===== config.mk =====
export PLATFORM = sky130hd
export DESIGN_NAME = spi_regport
export DESIGN_NICKNAME = d
export VERILOG_FILES = /design/src/rtl/spi_regport_pkg.sv /design/src/rtl/spi_pin_sync.sv /design/src/rtl/spi_frame_engine.sv /design/src/rtl/spi_reg_bank.sv /design/src/rtl/spi_regport.sv
export SDC_FILE = /design/constraint.sdc
export NUM_CORES = 2
export LEC_CHECK = 0
export ABC_AREA = 1
export CELL_PAD_IN_SITES_DETAIL_PLACEMENT = 0
export CELL_PAD_IN_SITES_GLOBAL_PLACEMENT = 1
export CORE_MARGIN = 3
export CORE_UTILIZATION = 54
export CTS_BUF_LIST = sky130_fd_sc_hd__clkbuf_8
export DETAILED_ROUTE_END_ITERATION = 10
export PLACE_DENSITY_LB_ADDON = 0.1
export SYNTH_ARGS = -nofsm -noshare
export SYNTH_HDL_FRONTEND = slang
export SYNTH_SLANG_ARGS = --single-unit

===== constraint.sdc =====
create_clock -name clk -period 3.1 [get_ports clk]
set_input_delay 0.62 -clock clk [delete_from_list [all_inputs] [get_ports clk]]
set_output_delay 0.62 -clock clk [all_outputs]
set_load 0.02 [all_outputs]

===== src/rtl/spi_regport_pkg.sv =====
package spi_regport_pkg;
  localparam int ADDR_W = 7;
  localparam int DATA_W = 8;

  typedef struct packed {
    logic              vld;
    logic [ADDR_W-1:0] addr;
    logic [DATA_W-1:0] data;
  } wr_req_t;

  // next streaming address: climbs, then holds at the top entry
  function automatic logic [ADDR_W-1:0] addr_step(input logic [ADDR_W-1:0] a);
    return (a == {ADDR_W{1'b1}}) ? a : a + 1'b1;
  endfunction
endpackage


===== src/rtl/spi_pin_sync.sv =====
module spi_pin_sync #(
  parameter int           W        = 3,
  parameter int           STAGES   = 2,
  parameter logic [W-1:0] RST_MASK = '0
) (
  input  logic         clk,
  input  logic         rst_n,
  input  logic [W-1:0] pin,
  output logic [W-1:0] lvl
);
  for (genvar i = 0; i < W; i++) begin : g_bit
    logic [STAGES-1:0] q;
    always_ff @(posedge clk or negedge rst_n) begin
      if (!rst_n) q <= {STAGES{RST_MASK[i]}};
      else        q <= {q[STAGES-2:0], pin[i]};
    end
    assign lvl[i] = q[STAGES-1];
  end
endmodule


===== src/rtl/spi_frame_engine.sv =====
module spi_frame_engine
  import spi_regport_pkg::*;
#(
  parameter int MAX_BURST = 256
) (
  input  logic              clk,
  input  logic              rst_n,
  input  logic              active,
  input  logic              sck_rise,
  input  logic              sck_fall,
  input  logic              sdi,
  input  logic              unlocked,
  input  logic [DATA_W-1:0] rd_data,
  output logic [ADDR_W-1:0] rd_addr,
  output wr_req_t           wr_req,
  output logic              sdo,
  output logic              sdo_oe
);
  localparam int BC_W = $clog2(DATA_W);
  localparam int BW   = $clog2(MAX_BURST + 1);

  logic [BC_W-1:0]   bit_cnt;
  logic [DATA_W-1:0] shreg, shreg_n, tx_sh;
  logic [ADDR_W-1:0] addr_q;
  logic [BW-1:0]     burst;
  logic              hdr_done, is_rd, tx_active, byte_done;

  assign shreg_n   = {shreg[DATA_W-2:0], sdi};
  assign rd_addr   = shreg_n[ADDR_W-1:0];
  assign byte_done = sck_rise && (bit_cnt == BC_W'(DATA_W - 1));

  always_ff @(posedge clk or negedge rst_n) begin
    if (!rst_n) begin
      bit_cnt <= '0; shreg <= '0; tx_sh <= '0; addr_q <= '0; burst <= '0;
      hdr_done <= 1'b0; is_rd <= 1'b0; tx_active <= 1'b0; wr_req <= '0;
    end else if (!active) begin
      bit_cnt <= '0; burst <= '0; hdr_done <= 1'b0; is_rd <= 1'b0;
      tx_active <= 1'b0; wr_req.vld <= 1'b0;
    end else begin
      wr_req.vld <= 1'b0;
      if (sck_rise) begin
        shreg   <= shreg_n;
        bit_cnt <= bit_cnt + 1'b1;
      end else if (sck_fall && tx_active && bit_cnt != '0) begin
        tx_sh <= {tx_sh[DATA_W-2:0], 1'b0};
      end
      if (byte_done) begin
        if (!hdr_done) begin
          hdr_done <= 1'b1;
          is_rd    <= shreg_n[DATA_W-1];
          addr_q   <= shreg_n[ADDR_W-1:0];
          if (shreg_n[DATA_W-1]) begin
            tx_active <= 1'b1;
            tx_sh     <= rd_data;
          end
        end else if (!is_rd) begin
          if (burst < BW'(MAX_BURST)) begin
            wr_req <= '{vld: 1'b1, addr: addr_q, data: shreg_n};
            addr_q <= addr_step(addr_q);
            burst  <= burst + 1'b1;
          end
        end else begin
          tx_active <= 1'b0;
        end
      end
    end
  end

  assign sdo_oe = tx_active && unlocked;
  assign sdo    = sdo_oe && tx_sh[DATA_W-1];

  assert_release_R2: assert property (@(posedge clk) disable iff (!rst_n)
    !active |=> !sdo_oe);
  assert_addr_no_wrap_R4: assert property (@(posedge clk) disable iff (!rst_n)
    (hdr_done && $past(hdr_done) && active && $past(active)) |-> (addr_q >= $past(addr_q)));
endmodule


===== src/rtl/spi_reg_bank.sv =====
module spi_reg_bank
  import spi_regport_pkg::*;
#(
  parameter logic [ADDR_W-1:0] SEL_ADDR      = 7'h16,
  parameter logic [ADDR_W-1:0] CMD_ADDR      = 7'h00,
  parameter logic [ADDR_W-1:0] LANE_ADDR     = 7'h0A,
  parameter logic [ADDR_W-1:0] LUT_IDX_ADDR  = 7'h20,
  parameter logic [ADDR_W-1:0] LUT_SEL_ADDR  = 7'h21,
  parameter logic [ADDR_W-1:0] LUT_DATA_ADDR = 7'h22,
  parameter logic [DATA_W-1:0] UNLOCK_KEY    = 8'hFF,
  parameter int                CH_W          = 2
) (
  input  logic              clk,
  input  logic              rst_n,
  input  logic              pd_n,
  input  wr_req_t           wr_req,
  input  logic [ADDR_W-1:0] rd_addr,
  output logic [DATA_W-1:0] rd_data,
  output logic              unlocked,
  output logic              lut_en,
  output logic              sra_en,
  output logic              lane3_mode,
  output logic              lut_we,
  output logic [CH_W-1:0]   lut_sel,
  output logic [DATA_W-1:0] lut_idx,
  output logic [DATA_W-1:0] lut_wdata
);
  localparam int NREG = 2 ** ADDR_W;

  logic [DATA_W-1:0] regs [NREG];

  always_ff @(posedge clk or negedge rst_n) begin
    if (!rst_n) begin
      for (int i = 0; i < NREG; i++) regs[i] <= '0;
      unlocked <= 1'b0; lut_we <= 1'b0; lut_sel <= '0; lut_idx <= '0; lut_wdata <= '0;
    end else if (!pd_n) begin
      for (int i = 0; i < NREG; i++) regs[i] <= '0;
      unlocked <= 1'b0; lut_we <= 1'b0;
    end else begin
      lut_we <= 1'b0;
      if (wr_req.vld) begin
        if (wr_req.addr == SEL_ADDR) begin
          regs[SEL_ADDR] <= wr_req.data;
          unlocked       <= (wr_req.data == UNLOCK_KEY);
        end else if (unlocked) begin
          if (wr_req.addr == LANE_ADDR) begin
            if (sra_en) regs[LANE_ADDR] <= wr_req.data;
          end else if (wr_req.addr == LUT_DATA_ADDR) begin
            if (lut_en) begin
              lut_we               <= 1'b1;
              lut_wdata            <= wr_req.data;
              lut_sel              <= regs[LUT_SEL_ADDR][CH_W-1:0];
              lut_idx              <= regs[LUT_IDX_ADDR];
              regs[LUT_IDX_ADDR]   <= regs[LUT_IDX_ADDR] + 1'b1;
            end
          end else begin
            regs[wr_req.addr] <= wr_req.data;
          end
        end
      end
    end
  end

  assign rd_data    = regs[rd_addr];
  assign lut_en     = regs[CMD_ADDR][0];
  assign sra_en     = regs[CMD_ADDR][4];
  assign lane3_mode = regs[LANE_ADDR][2];

  assert_lut_gate_R8: assert property (@(posedge clk) disable iff (!rst_n)
    lut_we |-> lut_en);
  assert_pd_clear_R9: assert property (@(posedge clk) disable iff (!rst_n)
    !pd_n |=> (!unlocked && !lut_we && !lut_en && !lane3_mode));
  assert_lock_blocks_R5: assert property (@(posedge clk) disable iff (!rst_n)
    (pd_n && wr_req.vld && !unlocked && wr_req.addr != SEL_ADDR)
      |=> ($stable(lut_en) && $stable(lane3_mode) && !lut_we));
  assert_lane_guard_R7: assert property (@(posedge clk) disable iff (!rst_n)
    $rose(lane3_mode) |-> sra_en);
endmodule


===== src/rtl/spi_regport.sv =====
module spi_regport
  import spi_regport_pkg::*;
#(
  parameter int SYNC_STAGES = 2,
  parameter int MAX_BURST   = 256,
  parameter int CH_W        = 2
) (
  input  logic              clk,
  input  logic              rst_n,
  input  logic              pd_n,
  input  logic              pclk_running,
  input  logic              spi_cs_n,
  input  logic              spi_sck,
  input  logic              spi_sdi,
  output logic              spi_sdo,
  output logic              spi_sdo_oe,
  output logic              lut_en,
  output logic              lane3_mode,
  output logic              lut_we,
  output logic [CH_W-1:0]   lut_sel,
  output logic [DATA_W-1:0] lut_idx,
  output logic [DATA_W-1:0] lut_wdata
);
  // pin order in the sync vector: {cs_n, sck, sdi}; cs_n resets high
  logic [2:0]        pin_lvl;
  logic              sck_q, sck_rise, sck_fall, active, unlocked, sra_en;
  logic [ADDR_W-1:0] rd_addr;
  logic [DATA_W-1:0] rd_data;
  wr_req_t           wr_req;

  spi_pin_sync #(.W(3), .STAGES(SYNC_STAGES), .RST_MASK(3'b100)) u_sync (
    .clk(clk), .rst_n(rst_n), .pin({spi_cs_n, spi_sck, spi_sdi}), .lvl(pin_lvl));

  always_ff @(posedge clk or negedge rst_n) begin
    if (!rst_n) sck_q <= 1'b0;
    else        sck_q <= pin_lvl[1];
  end

  assign sck_rise = pin_lvl[1] && !sck_q;
  assign sck_fall = !pin_lvl[1] && sck_q;
  assign active   = !pin_lvl[2] && pd_n && !pclk_running;

  spi_frame_engine #(.MAX_BURST(MAX_BURST)) u_frame (
    .clk(clk), .rst_n(rst_n), .active(active), .sck_rise(sck_rise), .sck_fall(sck_fall),
    .sdi(pin_lvl[0]), .unlocked(unlocked), .rd_data(rd_data), .rd_addr(rd_addr),
    .wr_req(wr_req), .sdo(spi_sdo), .sdo_oe(spi_sdo_oe));

  spi_reg_bank #(.CH_W(CH_W)) u_bank (
    .clk(clk), .rst_n(rst_n), .pd_n(pd_n), .wr_req(wr_req), .rd_addr(rd_addr),
    .rd_data(rd_data), .unlocked(unlocked), .lut_en(lut_en), .sra_en(sra_en),
    .lane3_mode(lane3_mode), .lut_we(lut_we), .lut_sel(lut_sel), .lut_idx(lut_idx),
    .lut_wdata(lut_wdata));

  assert_gate_closed_R6: assert property (@(posedge clk) disable iff (!rst_n)
    (pclk_running && $past(pclk_running) && $past(pclk_running, 2)) |-> !wr_req.vld && !spi_sdo_oe);
endmodule


# Word-level counts from Yosys, hierarchy flattened
# Cells that the tools add are included.
# totals
ff_bits	1104
inputBits	7
output_inout_bits	23
word_cells	278
# op_classes
addsub	4
magnitude_cmp	4
n_eq_ne	29
n_mux	61
bitwise_logic	5
reduce_logical	27
# ops
operator	n
1024-bit 2-to-1 mux	3
1024-bit bitwise mux	1
936-bit 2-to-1 mux	1
840-bit 2-to-1 mux	1
760-bit 2-to-1 mux	1
256-bit 2-to-1 mux	1
176-bit 2-to-1 mux	1
8-bit 2-to-1 mux	13
80-bit 2-to-1 mux	1
16-bit 2-to-1 mux	4
8-bit binary-select mux with 7-bit select	1
8-bit demux with 7-bit select	1
9-bit 2-to-1 mux	5
7-bit 2-to-1 mux	4
5-bit AND reduction	5
2-bit inequality test, second input constant	12
1-bit 2-to-1 mux	21
8-bit greater-or-equal comparator, second input constant	2
7-bit inverter with 8-bit output	2
3-bit by 2-bit inequality test with 1-bit output, second input constant	5
1-bit logical AND	10
9-bit by 1-bit adder with 9-bit output, second input constant	1
9-bit < comparator, second input constant	1
8-bit by 1-bit adder with 8-bit output, second input constant	1
other kinds (20)	32

# Depth between registers and ports, before layout
# depth
word_depth	12
depth_mapped	17
mapped_depth_nobuf	13

# Modules after synthesis
# From an unflattened synthesis, not the netlist that was laid out.
# unflattened
hier_cells	6373
area_unflattened_um2	51760.9
# modules_own_cells
mod	n_inst	cells_per_inst	area_per_inst_um2
spi_reg_bank	1	6015	48766.8
spi_frame_engine	1	341	2765.2
spi_pin_sync	1	9	175.2
spi_regport	1	8	53.8

# Worst setup path after synthesis
# No wires, ideal clock.
# synth_path
path_kind	input to register
start	in pd_n
end	reg u_frame.addr_q[3]
setup_time_ps	121
arrival_ps	2086
required_ps	2979
path_slack_ps	893
stages	8
cell_sequence	inv_1 -> nor3_2 -> inv_1 -> nor2_1 -> inv_1 -> a21oi_1 -> inv_1 -> o22a_1
# synth_between
elab_chain_len	3
# synth_lines
item	line_no	rtl
start: declaration	spi_regport.sv:10	input logic pd_n,
1-bit logical AND (2 in a row)	spi_regport.sv:41	assign active = !pin_lvl[2] && pd_n && !pclk_running;
5-bit AND reduction (no source line)	n/a	
end signal: assignment	spi_frame_engine.sv:51	addr_q <= shreg_n[ADDR_W-1:0];
end signal: assignment	spi_frame_engine.sv:59	addr_q <= addr_step(addr_q);
end: declaration	spi_frame_engine.sv:24	logic [ADDR_W-1:0] addr_q;
# Every way passes these cells.
# A chain may end at the register's enable or synchronous reset.

# Final worst setup path
# layout_path
start	reg u_bank.unlocked
end	out spi_sdo
# layout_between
elab_chain_len	2
# layout_lines
item	line_no	rtl
start: declaration	spi_reg_bank.sv:19	output logic unlocked,
start signal: assignment	spi_reg_bank.sv:44	unlocked <= (wr_req.data == UNLOCK_KEY);
1-bit logical AND	spi_frame_engine.sv:69	assign sdo_oe = tx_active && unlocked;
1-bit logical AND	spi_frame_engine.sv:70	assign sdo = sdo_oe && tx_sh[DATA_W-1];
end: declaration	spi_regport.sv:15	output logic spi_sdo,
# Every way passes these cells.

==> flow_metrics.py <==
metrics = {
    "floorplanning": {
        "initial_core_util_pct": 54.6,
        "core_area_sq_um": 95300,
        "boundaryPins": 30,
        "die_y_um": 316,
        "die_w_um": 316,
        "design.die.area_sq_um": 100000,
        "rows": 113,
    },
    "min_path": {
        "hold_class": "in -> reg",
        "min_to": "u_sync.g_bit[2].q[0]",
        "hp-start": "spi_cs_n",
        "whs_path_depth": 1,
    },
    "timing": {
        "fin_worst_skew_ns": 0.0209,
        "rsz0062_at_grt": "no",
        "final-setup-viol-count": 0,
        "fin_setup_tns_ns": 0,
        "relSlewSlack_pct": 38.8,
        "finalMaxSlewViolations": 0,
        "hold_viol": 0,
        "clock.fmax_ghz": 0.348,
        "period_minus_slack_ns": 2.87,
        "fin_hold_ws_ns": 0.170,
        "worst_slew_pin_slew_ns": 0.915,
        "layout_worst_path_cycle_share_pct": 92.7,
    },
    "clocking": {
        "cts.path.max_buffers": 3,
        "cts-root-buf": "clkbuf_8",
        "clk_pin_slew_ns": 0.06,
        "cts-htree-levels": 4,
        "cts_tree": "built",
        "cts_made_buffers": 187,
        "worstSkewPairLatency_ns": 0.87,
        "cts.sinks": 1104,
        "cts_setup_buffers": 0,
    },
    "global_route": {
        "grt_overflow": 0,
        "grt_max_degree": 125,
        "grt.total_usage_pct": 33.8,
        "grt_pass1_wl_um": 263000,
        "use_met1_pct": 48.8,
        "grt_pass1_vias": 44900,
        "antenna_found_initial": 2,
        "top_usage_layer": "met2",
        "met2_usage_pct": 51.2,
        "grt_use_met3_pct": 6.60,
    },
    "placed_design": {
        "place.port_buffers": 29,
        "place_congestion": 0.883,
        "dp_hpwl_um": 101000,
    },
    "finish": {
        "fin_nets": 6495,
        "area_growth_pct": 14.1,
        "drive_above_1_share_pct": 10.1,
    },
    "route": {
        "drtAntennaViolNets": 0,
        "dr_total_vias": 46100,
        "drt_pass1_iterations": 6,
        "drc": 0,
        "drt_wl_total_um": 168000,
        "routedWlPerCell_um": 21.4,
        "detail_route.vias_per_cell": 5.84,
        "drt_iter0_drc": 4403,
    },
    "synth": {
        "synth-edff-count": 0,
        "synth_area_sq_um": 52000,
        "yosys_warnings": 0,
        "synthArstFlopShare_pct": 100,
        "synth.top_cells.by_area": "dfrtp_1 53%, o22ai_1 12%, nand2_1 11%",
        "synth-seq-cells": 1104,
        "synth_top_cell_by_area": "dfrtp_1",
        "syn_inst": 6351,
        "yosysUniqueCellTypes": 39,
        "yosysMostFrequentCell": "nand2_1",
        "synth_top_flop_cell": "dfrtp_1",
        "synth_top_area_share_pct": 53.0,
        "syn_avg_cell_area_sq_um": 8.19,
        "synth.yosys.seq_area_share_pct": 53.1,
        "syn_nets": 6364,
        "ys_top_cells_by_count": "1509 x nand2_1, 1102 x dfrtp_1, 1087 x inv_1",
    },
    "flow_run": {
        "cap_violations": 0,
    },
    "pwr": {
        "swShare_pct": 30.3,
        "clkPwrFrac_pct": 40.2,
        "power_frac_comb_pct": 16.5,
        "seqPwrFrac_pct": 43.3,
        "p_leak_nw": 26.0,
        "internal_power_w": 0.0236,
        "peakVddDrop_mv": 0.433,
        "p_per_area_nw_per_um2": 570,
        "p_switching_w": 0.0102,
    },
    "setup_path": {
        "regToRegSetupSlack_ns": 0.28,
        "required_ns": 2.48,
        "reg2regPathDepth": 9,
        "endpoint_kind": "primary output",
        "worstSetupPathType": "reg -> out",
        "path_max_fanout": 4,
        "worst-endpoint-arrival_ns": 2.25,
        "reg2reg_from": "u_frame.wr_req[10]",
        "cp-start-kind": "flop",
        "r2r-end": "u_bank.regs[216]",
    },
    "status": {
        "status": "completed",
    },
}
## logic make-up after synthesis
family	count (synthesis)	synth area share, %
multiplexers	19	0.368
flip-flops	1104	53.1
AO/OA/AOI/OAI	1280	15.2
adder cells (fa/ha/maj)	6	0.144
AND/OR/NAND/NOR	2461	20.1
buffers and inverters	1478	11.0
XOR/XNOR	3	0.0505
## critical path, cell delays in order, from the launching register on
cell	delay, ns
dfrtp_1	0.48
nand2_1	0.17
nor2_1	0.12
clkdlybuf4s50_1	0.63
## cell type report
type | count | area [sq um]
Clock inverter | 74 | 394
Tap cell | 1265 | 1580
Antenna cell | 2 | 5.00
Sequential cell | 1104 | 27600
Clock buffer | 255 | 3510
Multi-Input combinational cell | 3769 | 18800
Fill cell | 8541 | 36000
Timing Repair Buffer | 325 | 3270
Inverter | 1095 | 4130
## flip-flops by register name (all words and copies together), names as in the netlist
register / flops
u_bank.lut_en: 1
u_bank.regs: 1021
u_bank.lut_wdata: 8
u_frame.shreg: 7
u_frame.burst: 9
u_frame.tx_active: 1
u_frame.hdr_done: 1
u_frame.bit_cnt: 3
u_frame.addr_q: 7
u_bank.lut_idx: 8
u_sync.g_bit.q: 6
u_bank.lut_sel: 2
u_frame.tx_sh: 8
u_bank.lane3_mode: 1
u_bank.sra_en: 1
u_frame.wr_req: 16
u_frame.is_rd: 1
u_bank.unlocked: 1
u_bank.lut_we: 1
sck_q: 1
## stage by stage
stage | utilization (%) | std cells | power, W | cell area (sq um) | setup slack [ns]
floorplan | - | 6351 | 0.0179 | 52000 | 0.893
global placement | 58.1 | 7557 | 0.0203 | 55400 | 0.315
detailed placement | 58.1 | 7557 | 0.0204 | 55400 | 0.258
CTS | 62.3 | 7887 | 0.0339 | 59300 | 0.176
global route | 62.3 | 7889 | 0.0351 | 59300 | 0.126
finish | 62.3 | 7889 | 0.0338 | 59300 | 0.226
## timing repair
item | in CTS | in global routing
hold buffers | 1 | 0
gates resized for setup | 0 | 0
hold endpoints to repair | 64 | 0
## per-layer routing
metal  part of all wire (%)  vias up  routed length (um)
met5                      0        -                   0
li1                       -    21400                   -
met3                    7.9      327               13300
met4                    2.9        0                4950
met1                     44    22500               74100
met2                     45     1856               76100
## how the worst max path moves through the flow
stage	from	endpoint	slack, ns	cells past startpoint
6_report	u_bank.unlocked	spi_sdo	0.23	3
5_1_grt	u_frame.wr_req[10]	u_bank.regs[918]	0.13	9
4_1_cts	u_bank.unlocked	spi_sdo	0.18	3
3_5_place_dp	pd_n	u_bank.regs[914]	0.26	8
3_3_place_gp	pd_n	u_bank.regs[917]	0.32	8
2_1_floorplan	pd_n	u_frame.addr_q[3]	0.89	8
## power groups by stage
stage	Clock (W)	Sequential (W)	Combinational (W)
5_1_grt	0.0144	0.0146	0.00598
3_5_place_dp	0	0.0149	0.00547
3_3_place_gp	0	0.0149	0.00545
4_1_cts	0.0138	0.0146	0.00548
2_1_floorplan	0	0.0148	0.00303
6_report	0.0136	0.0146	0.00559
## cells in the final DEF (no fill, tap or decap), drive strengths merged, types with 3 or more instances in the layout
cell type      count
nor2              52
a22o               4
clkinv            11
clkbuf           256
buf              296
a31oi              5
clkdlybuf4s50     27
nand2           1510
o21ai            102
o22ai           1000
clkinvlp           5
mux2i             18
ha                 6
inv             1150
nand3            876
a21oi            161
nor3              17
dfrtp           1102
bufinv             3
Note: power is estimated with default switching activity, not from simulation.
